File: src/rtl/amp_ctrl_regs.sv
module amp_ctrl_regs #(
  parameter logic [6:0] DEV_ADDR = 7'h4D
) (
  input  logic clk,
  input  logic rst_n,
  input  logic scl_i,
  input  logic sda_i,
  output logic sda_oe,
  input  logic hp_sense,
  output logic mute_left,
  output logic mute_right,
  output logic shutdown,
  output logic in_sel1,
  output logic gain_b,
  output logic spk_mode
);
  localparam logic [7:0] P_MUTE = 8'h01;
  localparam logic [7:0] P_PWR  = 8'h02;
  localparam logic [7:0] P_CTL  = 8'h03;
  localparam logic [3:0] LAST_BIT = 4'd8;

  typedef enum logic [2:0] {S_IDLE, S_DEV, S_REG, S_WR, S_RD} st_t;

  st_t        state;
  logic [1:0] scl_sy, sda_sy;
  logic       scl_q, sda_q;
  logic [3:0] bitcnt;
  logic [7:0] shreg, ptr, rd_val;
  logic       ack_ph, rw, mack;
  logic [7:0] r_mute, r_pwr, r_ctl;

  wire scl_s   = scl_sy[1];
  wire sda_s   = sda_sy[1];
  wire start_c = scl_s & scl_q & sda_q & ~sda_s;
  wire stop_c  = scl_s & scl_q & ~sda_q & sda_s;
  wire rise    = scl_s & ~scl_q;
  wire fall    = ~scl_s & scl_q;
  wire byte_end = fall & ~ack_ph & (bitcnt == LAST_BIT);
  wire wr_ev   = (state == S_WR) & byte_end;
  wire soft_rst = wr_ev & (ptr == P_PWR) & (&shreg[7:2]);

  always_ff @(posedge clk or negedge rst_n)
    if (!rst_n) begin
      scl_sy <= 2'b11; sda_sy <= 2'b11; scl_q <= 1'b1; sda_q <= 1'b1;
    end else begin
      scl_sy <= {scl_sy[0], scl_i};
      sda_sy <= {sda_sy[0], sda_i};
      scl_q  <= scl_s;
      sda_q  <= sda_s;
    end

  always_comb
    case (ptr)
      P_MUTE:  rd_val = r_mute;
      P_PWR:   rd_val = r_pwr;
      P_CTL:   rd_val = r_ctl;
      default: rd_val = 8'h00;
    endcase

  always_ff @(posedge clk or negedge rst_n)
    if (!rst_n) begin
      state <= S_IDLE; bitcnt <= '0; shreg <= '0; ptr <= '0;
      ack_ph <= 1'b0; rw <= 1'b0; mack <= 1'b0; sda_oe <= 1'b0;
    end else if (start_c) begin
      state <= S_DEV; bitcnt <= '0; ack_ph <= 1'b0; sda_oe <= 1'b0;
    end else if (stop_c) begin
      state <= S_IDLE; ack_ph <= 1'b0; sda_oe <= 1'b0;
    end else if (state != S_IDLE) begin
      if (rise) begin
        if (ack_ph) mack <= ~sda_s;
        else if (bitcnt != LAST_BIT) begin
          shreg  <= {shreg[6:0], sda_s};
          bitcnt <= bitcnt + 4'd1;
        end
      end
      if (fall) begin
        if (ack_ph) begin
          ack_ph <= 1'b0; bitcnt <= '0; sda_oe <= 1'b0;
          case (state)
            S_DEV:
              if (rw) begin
                state <= S_RD; shreg <= rd_val; sda_oe <= ~rd_val[7];
              end else state <= S_REG;
            S_REG: state <= S_WR;
            S_RD:
              if (mack) begin
                shreg <= rd_val; sda_oe <= ~rd_val[7];
              end else state <= S_IDLE;
            default: ;
          endcase
        end else if (bitcnt == LAST_BIT) begin
          case (state)
            S_DEV:
              if (shreg[7:1] == DEV_ADDR) begin
                rw <= shreg[0]; ack_ph <= 1'b1; sda_oe <= 1'b1;
              end else state <= S_IDLE;
            S_REG: begin ptr <= shreg; ack_ph <= 1'b1; sda_oe <= 1'b1; end
            S_WR:  begin ack_ph <= 1'b1; sda_oe <= 1'b1; end
            S_RD:  begin ack_ph <= 1'b1; sda_oe <= 1'b0; end
            default: ;
          endcase
        end else if (state == S_RD) sda_oe <= ~shreg[7];
      end
    end

  always_ff @(posedge clk or negedge rst_n)
    if (!rst_n) begin
      r_mute <= '0; r_pwr <= '0; r_ctl <= '0;
    end else if (soft_rst) begin
      r_mute <= '0; r_pwr <= '0; r_ctl <= '0;
    end else if (wr_ev) begin
      case (ptr)
        P_MUTE: r_mute <= shreg;
        P_PWR:  r_pwr  <= shreg;
        P_CTL:  r_ctl  <= shreg;
        default: ;
      endcase
    end

  wire manual = r_ctl[2];

  assign mute_left  = r_mute[3];
  assign mute_right = r_mute[4];
  assign shutdown   = r_pwr[0];
  assign in_sel1    = r_ctl[1];
  assign spk_mode   = manual ? r_ctl[4] : ~hp_sense;
  assign gain_b     = manual ? r_ctl[3] : hp_sense;
endmodule

File: config.mk
export PLATFORM = sky130hd
export DESIGN_NAME = amp_ctrl_regs
export DESIGN_NICKNAME = d
export VERILOG_FILES = /design/src/rtl/amp_ctrl_regs.sv
export SDC_FILE = /design/constraint.sdc
export NUM_CORES = 1
export LEC_CHECK = 0
export ABC_CLOCK_PERIOD_IN_PS = 3100
export BUFFER_PORTS_ARGS = -buffer_cell sky130_fd_sc_hd__clkbuf_2
export CAP_MARGIN = 20
export CORE_AREA = 2 2 112 114
export DETAILED_ROUTE_END_ITERATION = 10
export DIE_AREA = 0 0 114 116
export PLACE_DENSITY = 0.37
export SYNTH_ARGS = -nofsm -noshare
export SYNTH_HDL_FRONTEND = slang
export SYNTH_SLANG_ARGS = --single-unit
File: constraint.sdc
create_clock -name clk -period 3.1 [get_ports clk]
set_input_delay 0.62 -clock clk [delete_from_list [all_inputs] [get_ports clk]]
set_output_delay 0.62 -clock clk [all_outputs]
set_load 0.005 [all_outputs]
==> results of run 1 <==
## cells by family after synthesis
logic type	synth area share, %
compound gates	20.55
xor+xnor	0.5971
fa+ha+maj	0.8527
buf+inv	3.369
flops	48.87
mux	9.467
simple gates	16.29
## per-layer routing
metal  up-vias  part of all wire [%]  GRT usage [%]
met1      1102                    51          19.60
met3        10                   3.6          3.504
met4         0                   1.9          5.854
met2        40                    44          19.37
li1       1074                     -              -
met5         -                     0              0
## worst reg2reg max path, cell delays in order (launching register included)
cell      delay (ns)
dfrtp_1         0.39
inv_1           0.09
ha_1            0.20
and4bb_2        0.32
or4b_1          0.62
a2111o_1        0.58
a22o_1          0.28
## cell type report
type	count	area share, %
flip-flops and latches	57	40.54
multi-input cells	192	39.62
clock buffers	12	6.969
well taps	147	5.200
repair buffers	21	4.033
clock inverters	4	2.158
inverters	14	1.486
## sequential cells by signal (all words and copies together), names as in the netlist
register	count
sda_oe	1
mack	1
sda_sy	2
r_mute	8
rw	1
ack_ph	1
bitcnt	4
r_pwr	8
r_ctl	8
ptr	8
state	3
shreg	8
scl_q	1
sda_q	1
scl_sy	2
## stage by stage
stage	setup WS, ns	instance area (um2)	utilization, %	hold WS (ns)
final	0.5081	3537	29.70	0.3322
after global routing	0.3850	3537	29.70	0.3566
after CTS	0.5016	3537	29.70	0.3526
after detailed placement	0.4993	3214	26.99	0.3488
after global placement	0.5210	3214	26.99	0.3454
after floorplan	0.7146	2934	-	0.3244
## cells in the final DEF (no fill, tap or decap), drive strengths merged, types with 3 or more instances in the layout
cell type / Yosys / final
a211o: 3 / 3
a211oi: 3 / 3
a21oi: 17 / 17
a22o: 18 / 18
and2: 3 / 3
buf: 1 / 10
clkbuf: 11 / 23
dfrtp: 51 / 51
dfstp: 6 / 6
inv: 14 / 14
mux2: 14 / 14
mux2i: 12 / 12
nand2: 25 / 25
nand3: 4 / 4
nand3b: 4 / 4
nand4: 4 / 4
nor2: 11 / 11
nor2b: 3 / 3
nor3: 5 / 5
nor3b: 3 / 3
o21ai: 11 / 11
o221ai: 7 / 7
o2bb2ai: 3 / 3
o31ai: 3 / 3
## power by group through the flow
stage / clock [mW] / sequential, mW / combinational [mW]
after detailed placement: 0 / 0.826 / 0.0981
after CTS: 1.11 / 0.813 / 0.0992
after floorplan: 0 / 0.802 / 0.0600
after global routing: 1.16 / 0.817 / 0.111
after global placement: 0 / 0.827 / 0.0990
final: 1.08 / 0.811 / 0.0960
## worst max path at each step
stage	from	end	slack (ns)	depth (start not counted)
2_1_floorplan	ptr[5]	r_pwr[0]	0.71	5
3_3_place_gp	bitcnt[0]	r_ctl[7]	0.52	6
3_5_place_dp	bitcnt[0]	r_ctl[1]	0.50	6
4_1_cts	bitcnt[0]	r_ctl[5]	0.50	6
5_1_grt	bitcnt[0]	r_ctl[6]	0.38	6
6_report	bitcnt[0]	r_ctl[5]	0.51	6
==> impl_metrics.env, run 1 <==
export IMPL_wl_per_cell_um=18.08
export IMPL_synthTopCellsByCount="dfrtp_1, nand2_1, a22o_1, a21oi_1"
export IMPL_yosysSeqAreaShare_pct=48.87
export IMPL_sequentialPowerShare_pct=40.8
export IMPL_antenna_left=0
export IMPL_rsz0062_at_grt="no"
export IMPL_ys_types=54
export IMPL_status="completed"
export IMPL_syn_area_per_cell_um2=10.67
export IMPL_antenna_found_initial=0
export IMPL_dr_total_vias=2226
export IMPL_avgViaCountPerCell=4.980
export IMPL_cts_resized=0
export IMPL_gp_congestion=0.7375
export IMPL_placed_cells=431
export IMPL_dp_hpwl_um=5522
export IMPL_cp_top_family="simple AND/OR/NAND/NOR gates"
export IMPL_slew_violations=0
export IMPL_gr_total_overflow=0
export IMPL_fin_crit_sh_pct=83.61
export IMPL_synth_largest_area_cell="dfrtp_1"
export IMPL_cp_end_kind="flip-flop"
export IMPL_tns_ns=0
export IMPL_crit_buf_inv=1
export IMPL_vdd_ir_drop_max_mv=0.3662
export IMPL_die_h_um=116
export IMPL_maxCapViolations=0
export IMPL_slowest_delay_ns=0.62
export IMPL_cts_tree="yes"
export IMPL_worst_pin_slew_ns=0.8526
export IMPL_reg2reg_slack_ns=0.51
export IMPL_switching_share_pct=22.88
export IMPL_cts_buffers=9
export IMPL_row_count=40
export IMPL_fmax_ghz=0.3858
export IMPL_grt_usage_pct=13.65
export IMPL_min_path_type="in2async"
export IMPL_critPathArrivalTime_ns=2.82
export IMPL_drive_gt1_share_pct=21.00
export IMPL_synth_most_common_cell="dfrtp_1"
export IMPL_r2r_start="bitcnt[0]"
export IMPL_internal_power_mw=1.534
export IMPL_cts_setup_buffers=0
export IMPL_powerDensity_nw_per_um2=562.4
export IMPL_cts_num_sinks=57
export IMPL_root_buffer="clkbuf_16"
export IMPL_rr_worst_depth=6
export IMPL_multiInputGateArea_um2=1401
export IMPL_period_minus_slack_ns=2.592
export IMPL_grt_pass1_vias=2291
export IMPL_dieArea_um2=13220
export IMPL_worstReg2RegEnd="r_ctl[5]"
export IMPL_crit_fanout=8
export IMPL_clkTransAtPathRegs_ns=0.06
export IMPL_post_route_drc_count=0
export IMPL_drt_pass1_iter_count=4
export IMPL_synthToLayoutAreaGrowth_pct=20.55
export IMPL_yosys_most_used_dff="dfrtp_1"
export IMPL_antenna_cells=0
export IMPL_cts_htree_levels=3
export IMPL_post_synth_top_area_fraction_pct=43.50
export IMPL_yosys_top_cells_area="dfrtp_1, dfstp_2, a22o_1"
export IMPL_setup_viol=0
export IMPL_cts_hold_buf=0
export IMPL_hold_violations=0
export IMPL_path_cells="inv_1 > ha_1 > and4bb_2 > or4b_1 > a2111o_1 > a22o_1"
export IMPL_synth_nets=282
export IMPL_clockBufferDepth=2
export IMPL_slowest_stage="or4b_1"
export IMPL_combPwrFrac_pct=4.8
export IMPL_p_sw_mw=0.4550
export IMPL_routed_wl_um=8081
export IMPL_yosysWarningCount=0
export IMPL_seq_area_um2=1434
export IMPL_drtIter0Drc=187
export IMPL_grt_max_degree=33
export IMPL_core_area_um2=11910
export IMPL_nFillCells=1235
export IMPL_clockPowerShare_pct=54.4
export IMPL_finalNonFillerCells=447
export IMPL_syn_inst=275
export IMPL_io_buffers=11
export IMPL_io_pins=12
export IMPL_insertion_delay_ns=0.34
export IMPL_synth_edf_count=0
export IMPL_die_w_um=114
export IMPL_required_ns=3.32
export IMPL_ys_seq_elements=57
export IMPL_grt_pass1_wl_um=13460
export IMPL_start_util_pct=24.63
export IMPL_async_reset_ff_share_pct=100.0
export IMPL_crit_path_start_kind="flip-flop"
export IMPL_relSlewSlack_pct=43.16
export IMPL_total_power_mw=1.989
export IMPL_finClkSkew_ns=0.01039
export IMPL_crit_type="reg2reg"
export IMPL_p_leak_nw=1.474
export IMPL_netlist_area_um2=2934
export IMPL_finish_net_count=302
(Power assumes the default switching activity.)
==> inputs of run 2 (changes only) <==
--- a/config.mk
+++ b/config.mk
@@ -5,7 +5,7 @@
 export SDC_FILE = /design/constraint.sdc
 export NUM_CORES = 1
 export LEC_CHECK = 0
-export ABC_CLOCK_PERIOD_IN_PS = 3100
+export ABC_CLOCK_PERIOD_IN_PS = 2400
 export BUFFER_PORTS_ARGS = -buffer_cell sky130_fd_sc_hd__clkbuf_2
 export CAP_MARGIN = 20
 export CORE_AREA = 2 2 112 114
==> constraint.sdc (replaced) <==
create_clock -name clk -period 2.4 [get_ports clk]
set_input_delay 0.48 -clock clk [delete_from_list [all_inputs] [get_ports clk]]
set_output_delay 0.48 -clock clk [all_outputs]
set_load 0.005 [all_outputs]
==> impl_metrics.env, run 2 (synthesis results as in run 1) <==
export IMPL_status="completed"
export IMPL_rr_worst_depth=4
export IMPL_antenna_found_initial=0
export IMPL_dp_hpwl_um=5567
export IMPL_dieArea_um2=13220
export IMPL_die_h_um=116
export IMPL_fin_crit_sh_pct=97.64
export IMPL_grt_pass1_vias=2356
export IMPL_routed_wl_um=8193
export IMPL_cts_buffers=9
export IMPL_maxCapViolations=0
export IMPL_final_cell_mix="dfrtp_1, nand2_1, buf_4, a22o_1, a21oi_1"
export IMPL_switching_share_pct=24.54
export IMPL_row_count=40
export IMPL_place_area_um2=3347
export IMPL_clockPowerShare_pct=51.0
export IMPL_p_sw_mw=0.6079
export IMPL_worstReg2RegEnd="r_ctl[3]"
export IMPL_wl_met3_um=283
export IMPL_wl_met2_um=3619
export IMPL_internal_power_mw=1.869
export IMPL_period_minus_slack_ns=2.343
export IMPL_hold_violations=0
export IMPL_antenna_cells=0
export IMPL_post_route_drc_count=0
export IMPL_crit_path_start_kind="flip-flop"
export IMPL_relSlewSlack_pct=68.24
export IMPL_total_power_mw=2.477
export IMPL_clkTransAtPathRegs_ns=0.06
export IMPL_gp_congestion=0.7030
export IMPL_sequentialPowerShare_pct=41.6
export IMPL_drive_gt1_share_pct=26.50
export IMPL_worst_pin_slew_ns=0.4764
export IMPL_grt_usage_pct=13.77
export IMPL_die_w_um=114
export IMPL_final_common_cell="dfrtp_1"
export IMPL_cts_num_sinks=57
export IMPL_synthToLayoutAreaGrowth_pct=24.69
export IMPL_avgViaCountPerCell=4.998
export IMPL_dr_total_vias=2319
export IMPL_reg2reg_slack_ns=0.06
export IMPL_insertion_delay_ns=0.34
export IMPL_core_area_um2=11910
export IMPL_critPathArrivalTime_ns=2.57
export IMPL_drtIter0Drc=188
export IMPL_nFillCells=1248
export IMPL_p_leak_nw=1.560
export IMPL_r2r_start="ptr[5]"
export IMPL_stdcell_area_um2=3659
export IMPL_multiInputGateArea_um2=1418
export IMPL_grt_pass1_wl_um=13440
export IMPL_crit_fanout=8
export IMPL_seq_area_um2=1434
export IMPL_cts_htree_levels=3
export IMPL_slew_violations=0
export IMPL_crit_type="reg2reg"
export IMPL_clockBufferDepth=2
export IMPL_drt_met1_wl_um=4109
export IMPL_drt_pass1_iter_count=4
export IMPL_required_ns=2.63
export IMPL_maxUsedRoutingLayer="met4"
export IMPL_setup_viol=0
export IMPL_antenna_left=0
export IMPL_min_path_type="in2async"
export IMPL_cts_tree="yes"
export IMPL_fmax_ghz=0.4267
export IMPL_start_util_pct=24.63
export IMPL_utilization_pct=30.71
export IMPL_wl_per_cell_um=17.66
export IMPL_powerDensity_nw_per_um2=677.0
export IMPL_finish_net_count=319
export IMPL_gr_total_overflow=0
export IMPL_io_buffers=11
export IMPL_root_buffer="clkbuf_16"
export IMPL_combPwrFrac_pct=7.4
export IMPL_finClkSkew_ns=0.009019
export IMPL_vdd_ir_drop_max_mv=0.3390
export IMPL_cp_end_kind="flip-flop"
export IMPL_grt_max_degree=58
export IMPL_io_pins=12
export IMPL_rsz0062_at_grt="no"
-- run 2: cell count changes in the layout (fill, tap and decap cells not counted), sizes merged --
| cell | delta |
|---|---|
| clkinvlp | -1 |
| clkbuf | -2 |
| clkinv | +4 |
| bufinv | -1 |
| buf | +17 |
-- run 2: timing repair --
action | in CTS | in global routing
setup endpoints to repair | 16 | 18
resized for setup | 1 | 3
setup buffers | 0 | 1
hold buffers | 0 | 0
pin swaps | 1 | 10
-- run 2: final cells by class --
type	count	share of cell area (%)
clock inverters	6	1.607
multi-input cells	192	38.75
clock buffers	10	6.259
well taps	147	5.027
flip-flops and latches	57	39.19
inverters	14	1.436
repair buffers	38	7.729
-- run 2: worst max-delay path, cell delays in order, from the launching register on --
cell	delay, ns
dfrtp_1	0.38
or4_4	0.53
or4b_4	0.53
a2111o_1	0.53
a22o_1	0.25
-- run 2: metal layers --
layer  track usage (%)  vias up
met2             19.56       40
li1                  -     1120
met5                 0        -
met4             6.829        0
met3             3.086       13
met1             19.67     1146
-- run 2: worst max-delay path by stage --
| stage | slack [ns] | end | from | cells past startpoint |
|---|---|---|---|---|
| 6_report | 0.06 | r_ctl[3] | ptr[5] | 4 |
| 5_1_grt | 0.006 | r_ctl[2] | ptr[5] | 4 |
| 4_1_cts | 0.009 | r_mute[3] | ptr[5] | 5 |
| 3_5_place_dp | -0.06 | r_ctl[3] | ptr[5] | 4 |
| 3_3_place_gp | -0.03 | r_ctl[7] | ptr[5] | 4 |
| 2_1_floorplan | 0.01 | r_pwr[0] | ptr[5] | 5 |
-- run 2: through the flow --
step	hold slack, ns	TNS [ns]	setup WS (ns)	instances
final	0.1439	0	0.05656	464
after global routing	0.1767	0	0.005559	464
after CTS	0.1572	0	0.009349	463
after detailed placement	0.3470	-0.7588	-0.06163	447
after global placement	0.3458	-0.4964	-0.03492	447
after floorplan	0.1844	0	0.01460	275
-- run 2: power by group through the flow --
stage	sequential, mW	combinational (mW)	clock [mW]
after floorplan	1.04	0.0774	0
after global placement	1.05	0.186	0
after detailed placement	1.05	0.183	0
after CTS	1.03	0.184	1.30
after global routing	1.03	0.205	1.34
final	1.03	0.182	1.26
